[src/rtl/hsw_pkg.sv]
package hsw_pkg;
  typedef enum logic [1:0] {
    ST_IDLE = 2'd0,
    ST_WAIT = 2'd1,
    ST_ON   = 2'd2
  } swState_t;

  typedef struct packed {
    logic loadDly;
    logic countDly;
    logic gateOn;
  } hswStrobe_t;
endpackage

[src/rtl/hsw_filter.sv]
module hsw_filter #(
  parameter int LEN = 4
) (
  input  logic clk,
  input  logic rstN,
  input  logic run,
  output logic hit
);
  localparam int CW = $clog2(LEN + 1);
  localparam logic [CW-1:0] TOP = CW'(LEN - 1);

  logic [CW-1:0] cnt;

  always_ff @(posedge clk or negedge rstN) begin
    if (!rstN)           cnt <= '0;
    else if (!run)       cnt <= '0;
    else if (cnt != TOP) cnt <= cnt + CW'(1);
  end

  assign hit = run && (cnt == TOP);

  // Requirements R2, R3, R5: the counter only advances on consecutive run cycles
  p_filter_restart_r2: assert property (@(posedge clk) disable iff (!rstN)
    !run |=> (cnt == '0));
endmodule

[src/rtl/hsw_datapath.sv]
module hsw_datapath
  import hsw_pkg::*;
#(
  parameter int OC_FILT   = 6,
  parameter int OV_FILT   = 10,
  parameter int UL_BLANK  = 12,
  parameter int UL_FILT   = 7,
  parameter int LONG_OFF  = 20,
  parameter int SHORT_DLY = 4,
  parameter int LONG_DLY  = 14
) (
  input  logic       clk,
  input  logic       rstN,
  input  logic       enIn,
  input  logic       ocFlag,
  input  logic       ovFlag,
  input  logic       ulFlag,
  input  hswStrobe_t strb,
  output logic       dlyZero,
  output logic       ocHit,
  output logic       ovHit,
  output logic       ulHit
);
  localparam int OW = $clog2(LONG_OFF + 1);
  localparam int DW = $clog2(LONG_DLY + 1);
  localparam int BW = $clog2(UL_BLANK + 1);
  localparam logic [OW-1:0] OFF_TOP   = OW'(LONG_OFF);
  localparam logic [DW-1:0] DLY_LONG  = DW'(LONG_DLY - 1);
  localparam logic [DW-1:0] DLY_SHORT = DW'(SHORT_DLY - 1);
  localparam logic [BW-1:0] BLANK_TOP = BW'(UL_BLANK);
  localparam int NFILT = 3;

  logic [OW-1:0] offCnt;
  logic [DW-1:0] dlyCnt;
  logic [BW-1:0] blankCnt;
  logic          offLong;
  logic          blankDone;
  logic [NFILT-1:0] runVec;
  logic [NFILT-1:0] hitVec;

  // enable-low duration, saturating; after reset counts as long
  always_ff @(posedge clk or negedge rstN) begin
    if (!rstN)                offCnt <= OFF_TOP;
    else if (enIn)            offCnt <= '0;
    else if (offCnt != OFF_TOP) offCnt <= offCnt + OW'(1);
  end
  assign offLong = (offCnt == OFF_TOP);

  // turn-on delay counter
  always_ff @(posedge clk or negedge rstN) begin
    if (!rstN)                            dlyCnt <= '0;
    else if (strb.loadDly)                dlyCnt <= offLong ? DLY_LONG : DLY_SHORT;
    else if (strb.countDly && dlyCnt != '0) dlyCnt <= dlyCnt - DW'(1);
  end
  assign dlyZero = (dlyCnt == '0);

  // underload blanking, restarts whenever the gate is off
  always_ff @(posedge clk or negedge rstN) begin
    if (!rstN)                     blankCnt <= '0;
    else if (!strb.gateOn)         blankCnt <= '0;
    else if (blankCnt != BLANK_TOP) blankCnt <= blankCnt + BW'(1);
  end
  assign blankDone = (blankCnt == BLANK_TOP);

  assign runVec = {strb.gateOn & blankDone & ulFlag,
                   ovFlag,
                   strb.gateOn & ocFlag};

  for (genvar i = 0; i < NFILT; i++) begin : g_filt
    localparam int LEN = (i == 0) ? OC_FILT : ((i == 1) ? OV_FILT : UL_FILT);
    hsw_filter #(.LEN(LEN)) u_filt (
      .clk  (clk),
      .rstN (rstN),
      .run  (runVec[i]),
      .hit  (hitVec[i])
    );
  end

  assign ocHit = hitVec[0];
  assign ovHit = hitVec[1];
  assign ulHit = hitVec[2];

  // a delay load picks one of the two lengths
  p_delay_load_r7: assert property (@(posedge clk) disable iff (!rstN)
    strb.loadDly |=> (dlyCnt == DLY_SHORT || dlyCnt == DLY_LONG));

  // blanking starts from zero on every turn-on
  p_blank_restart_r10: assert property (@(posedge clk) disable iff (!rstN)
    $rose(strb.gateOn) |-> (blankCnt == '0));

  // no underload hit before blanking has elapsed
  p_ul_blanked_r3: assert property (@(posedge clk) disable iff (!rstN)
    ulHit |-> blankDone);
endmodule

[src/rtl/hsw_control.sv]
module hsw_control
  import hsw_pkg::*;
(
  input  logic       clk,
  input  logic       rstN,
  input  logic       enIn,
  input  logic       ulFlag,
  input  logic       otHot,
  input  logic       otCool,
  input  logic       ovFlag,
  input  logic       resetActive,
  input  logic       dlyZero,
  input  logic       ocHit,
  input  logic       ovHit,
  input  logic       ulHit,
  output hswStrobe_t strb,
  output logic       gateOn,
  output logic       diagN
);
  swState_t state;
  logic ocLatch, otLatch, ovFault, ulFault, rstQ;
  logic offHold;

  assign offHold = ocLatch | otLatch | ovFault | rstQ;
  assign gateOn  = (state == ST_ON) && !offHold;
  assign diagN   = !((state != ST_IDLE) && (offHold || ulFault));

  assign strb.loadDly  = (state == ST_IDLE) && enIn;
  assign strb.countDly = (state == ST_WAIT);
  assign strb.gateOn   = gateOn;

  always_ff @(posedge clk or negedge rstN) begin
    if (!rstN) begin
      state <= ST_IDLE;
    end else begin
      unique case (state)
        ST_IDLE: if (enIn) state <= ST_WAIT;
        ST_WAIT: if (!enIn) state <= ST_IDLE;
                 else if (dlyZero) state <= ST_ON;
        ST_ON:   if (!enIn) state <= ST_IDLE;
        default: state <= ST_IDLE;
      endcase
    end
  end

  always_ff @(posedge clk or negedge rstN) begin
    if (!rstN) begin
      ocLatch <= 1'b0;
      otLatch <= 1'b0;
      ovFault <= 1'b0;
      ulFault <= 1'b0;
      rstQ    <= 1'b0;
    end else begin
      rstQ <= resetActive;
      if (!enIn)      ocLatch <= 1'b0;
      else if (ocHit) ocLatch <= 1'b1;
      if (otHot)       otLatch <= 1'b1;
      else if (otCool) otLatch <= 1'b0;
      if (!ovFlag)     ovFault <= 1'b0;
      else if (ovHit)  ovFault <= 1'b1;
      if (!gateOn || !ulFlag) ulFault <= 1'b0;
      else if (ulHit)         ulFault <= 1'b1;
    end
  end

  // a low enable leaves the gate off
  p_gate_needs_enable_r1: assert property (@(posedge clk) disable iff (!rstN)
    !enIn |=> (!gateOn && diagN));

  // a latched overcurrent holds the gate off while enabled
  p_oc_latched_r2: assert property (@(posedge clk) disable iff (!rstN)
    (ocLatch && enIn) |=> (!gateOn && !diagN));

  // over-temperature stays until recovery is seen
  p_ot_hold_r4: assert property (@(posedge clk) disable iff (!rstN)
    (otLatch && !otCool) |=> otLatch);

  // overvoltage releases as soon as the flag is low
  p_ov_release_r5: assert property (@(posedge clk) disable iff (!rstN)
    !ovFlag |=> !ovFault);

  // reset forces the gate off
  p_reset_off_r6: assert property (@(posedge clk) disable iff (!rstN)
    resetActive |=> !gateOn);
endmodule

[src/rtl/hsw_protect.sv]
module hsw_protect
  import hsw_pkg::*;
#(
  parameter int OC_FILT   = 6,
  parameter int OV_FILT   = 10,
  parameter int UL_BLANK  = 12,
  parameter int UL_FILT   = 7,
  parameter int LONG_OFF  = 20,
  parameter int SHORT_DLY = 4,
  parameter int LONG_DLY  = 14
) (
  input  logic clk,
  input  logic rstN,
  input  logic enIn,
  input  logic ocFlag,
  input  logic ulFlag,
  input  logic otHot,
  input  logic otCool,
  input  logic ovFlag,
  input  logic resetActive,
  output logic gateOn,
  output logic diagN
);
  hswStrobe_t strb;
  logic dlyZero, ocHit, ovHit, ulHit;

  hsw_datapath #(
    .OC_FILT(OC_FILT), .OV_FILT(OV_FILT), .UL_BLANK(UL_BLANK),
    .UL_FILT(UL_FILT), .LONG_OFF(LONG_OFF), .SHORT_DLY(SHORT_DLY),
    .LONG_DLY(LONG_DLY)
  ) u_dp (
    .clk(clk), .rstN(rstN), .enIn(enIn), .ocFlag(ocFlag),
    .ovFlag(ovFlag), .ulFlag(ulFlag), .strb(strb),
    .dlyZero(dlyZero), .ocHit(ocHit), .ovHit(ovHit), .ulHit(ulHit)
  );

  hsw_control u_ctl (
    .clk(clk), .rstN(rstN), .enIn(enIn), .ulFlag(ulFlag),
    .otHot(otHot), .otCool(otCool), .ovFlag(ovFlag),
    .resetActive(resetActive), .dlyZero(dlyZero), .ocHit(ocHit),
    .ovHit(ovHit), .ulHit(ulHit), .strb(strb),
    .gateOn(gateOn), .diagN(diagN)
  );
endmodule

[config.mk]
export PLATFORM = sky130hd
export DESIGN_NAME = hsw_protect
export DESIGN_NICKNAME = d
export VERILOG_FILES = /design/src/rtl/hsw_pkg.sv /design/src/rtl/hsw_filter.sv /design/src/rtl/hsw_datapath.sv /design/src/rtl/hsw_control.sv /design/src/rtl/hsw_protect.sv
export SDC_FILE = /design/constraint.sdc
export NUM_CORES = 1
export LEC_CHECK = 0
export BUFFER_PORTS_ARGS = -buffer_cell sky130_fd_sc_hd__buf_2
export CORE_MARGIN = 2
export CORE_UTILIZATION = 35
export CTS_CLUSTER_SIZE = 25
export DETAILED_ROUTE_END_ITERATION = 8
export PLACE_DENSITY = 0.59
export RECOVER_POWER = 25
export REMOVE_ABC_BUFFERS = 1
export SLEW_MARGIN = 0
export SYNTH_ARGS = -nofsm -noshare
export SYNTH_HDL_FRONTEND = slang
export SYNTH_HIERARCHICAL = 1
export SYNTH_SLANG_ARGS = --single-unit
[constraint.sdc]
create_clock -name clk -period 4.2 [get_ports clk]
set_clock_uncertainty 0.15 [all_clocks]
set_input_delay 0.21 -clock clk [delete_from_list [all_inputs] [get_ports clk]]
set_output_delay 0.21 -clock clk [all_outputs]
set_load 0.03 [all_outputs]
==> reports/results.tsv <==
metric	value	unit
CTS buffer count	5	
Syn Area/Cell	10.4	µm²
number of H-tree levels	2	
DIE AREA	0.00499	mm²
critical path data arrival time	1.86	ns
IR drop worst, VDD	0.127	mV
Final Hold Fails	0	
vias in the first global route	1164	
# Max-Cap Violations	1	
PortBufs	10	
final setup fails	0	
clk buf depth	2	
Cell variety after synth	39	
most frequent cell after synthesis	dfrtp_1	
cells after synthesis	149	
layout cells sized above 1	16.7	%
Yosys warning total	6	
Post-Syn Area	0.00155	mm²
TritonCTS clock tree	yes	
critical path class	flop to output pin	
drt wl/cell	13.1	µm
measured slew at the worst slew-check pin	1.63	ns
Routed Antenna Nets	0	
fin crit share	52.8	%
post-route setup TNS	0	ns
drt pass-1 iters	5	
Yosys top cell area share	45.1	%
Die W	70.6	µm
Yosys reg bits	30	
Pins Over Slew Limit	31	
global route overflow	0	
HP Class	input port to flop	
DP Worst Slack	2.01	ns
largest area contributor in the netlist	dfrtp_1	
register area share after synthesis	48.5	%
Fmax	451	MHz
Main synth FF type	dfrtp_1	
clock latency on the worst-skew pair	0.28	ns
Slew HR	-8.91	%
final critical-path required period	2.22	ns
share of synthesized registers carrying an async set or reset	100	%
std cell rows	24	
Detailed Place HPWL	2030	µm
clock sink total	30	
synth top area cells	dfrtp_1 45%, ha_1 8.9%, inv_1 3.9%, a21oi_1 3.5%, dfstp_2 3.4%	
# IOs	11	
Clock Root Buffer	clkbuf_8	
final setup margin	1.98	ns
Crit Path Max Fanout	7	
Chip Height	70.6	µm
CP startpoint kind	flop	
fin area	0.00178	mm²
failing checks	max-capacitance violations, max-slew violations	
crit path capture type	output pin	
first-pass GRT wire length	5190	µm
DRC Markers	0	
unrepaired setup endpoints after global routing	false	
CP required	3.84	ns
vias per inst	5.12	
routability cong.	0.711	
nets	187	
clock-pin transition on the worst setup and hold timing paths	0.06	ns
CORE AREA	0.00432	mm²
status	complete, but fails checks	
worst hold slack	0.0261	ns
GRT Overall Usage	13.2	%
Placed Area	0.00166	mm²
largest net degree at the start of global routing	31	
Area Overhead vs Synth	14.4	%
DRT iter0 DRCs	46	
routed wire length	2880	µm
P per Cell Area	367	mW/mm²
initial antenna violation count	0	
Pleak	0.863	nW
synth cell count leaders	28 x dfrtp_1, 16 x inv_1, 13 x nor2_1	
number of flops mapped to enable cells by yosys	0	
# diodes	0	
Initial Util	35.9	%
DR vias	1126	
-- per-layer routing --
metal | GRT usage [%] | share of wire (%) | vias up
li1 | - | - | 549
met1 | 15.4 | 44 | 547
met2 | 22.0 | 50 | 23
met3 | 4.27 | 3.9 | 7
met4 | 6.50 | 1.8 | 0
met5 | 0 | 0 | -
-- cells in the final DEF (no fill, tap or decap), drive strengths merged, types with 2 or more instances in the layout --
cell	count
nand2b	2
o31ai	3
o21ai	5
a21oi	11
a21o	3
o21a	6
nand3	6
nor2	13
clkbuf	8
nand3b	2
dlygate4sd3	3
xnor2	4
mux2i	3
ha	11
nor3	2
dfstp	2
and3	8
inv	16
and2	2
xor2	2
nand2	4
buf	9
dfrtp	28
a31oi	3
nor2b	2
-- final cells by class --
type,instances,area [µm²]
fillers,438,2550
flip-flops and latches,30,753
multi-input cells,101,728
clock buffers,7,86.3
repair buffers,13,78.8
well taps,52,65.1
inverters,16,60.1
clock inverters,1,5.00
-- flip-flops by register name, summed over array words and instances, names as in the netlist --
name / count
u_ctl/ocLatch: 1
u_ctl/rstQ: 1
u_dp/blankCnt: 4
u_dp/offCnt: 5
u_ctl/ovFault: 1
u_ctl/state: 2
u_ctl/ulFault: 1
u_dp/g_filt.u_filt/cnt: 10
u_dp/dlyCnt: 4
u_ctl/otLatch: 1
-- through the flow --
stage | util [%] | total power, mW | instances
2_1_floorplan | - | 0.389 | 147
3_3_place_gp | 38.3 | 0.411 | 209
3_5_place_dp | 38.3 | 0.418 | 209
4_1_cts | 41.1 | 0.666 | 220
5_1_grt | 41.1 | 0.688 | 220
6_report | 41.1 | 0.652 | 220
-- logic make-up (layout without fill, tap and decap cells) --
group                      count (synthesis)  after routing  share of synthesized area (%)
DFF                                       30             30                           48.5
buffers and inverters                     18             37                           4.59
xor gates and xnor gates                   6              6                           3.38
AOI/OAI and AO/OA                         35             35                           14.5
muxes                                      3              3                           1.93
and+or+nand+nor                           46             46                           18.2
adders and majority gates                 11             11                           8.86
-- critical path, cell delays in order, from the launching register on --
cell,delay [ns]
dfrtp_1,0.38
or4_4,0.55
nor2_1,0.36
buf_2,0.28
-- where the power goes --
group          internal (mW)  switching, mW
clock network          0.132          0.107
logic                 0.0416         0.0448
registers              0.309         0.0182
total                  0.482          0.170
-- path summary, 6_finish.rpt --
check,from,to,slack [ns],cells after the start
setup / recovery,u_ctl/otLatch,gateOn,1.98,3
hold / removal,ovFlag,u_ctl/ovFault,0.03,2
setup reg to reg,u_ctl/otLatch,u_ctl/ulFault,2.00,7
hold reg to reg,u_ctl/otLatch,u_ctl/otLatch,0.34,1
max in group asynchronous,rstN,u_dp/dlyCnt[2],2.22,2
min in group asynchronous,rstN,u_dp/g_filt[0].u_filt/cnt[0],0.73,2
-- repair_timing --
action | CTS | global route
hold endpoints to repair | 30 | 0
gates resized for setup | 0 | 0
hold buffers | 3 | 0
endpoints found under the setup margin | 0 | 0
buffers inserted | 0 | 0
Power figures use the tool's default switching activity.
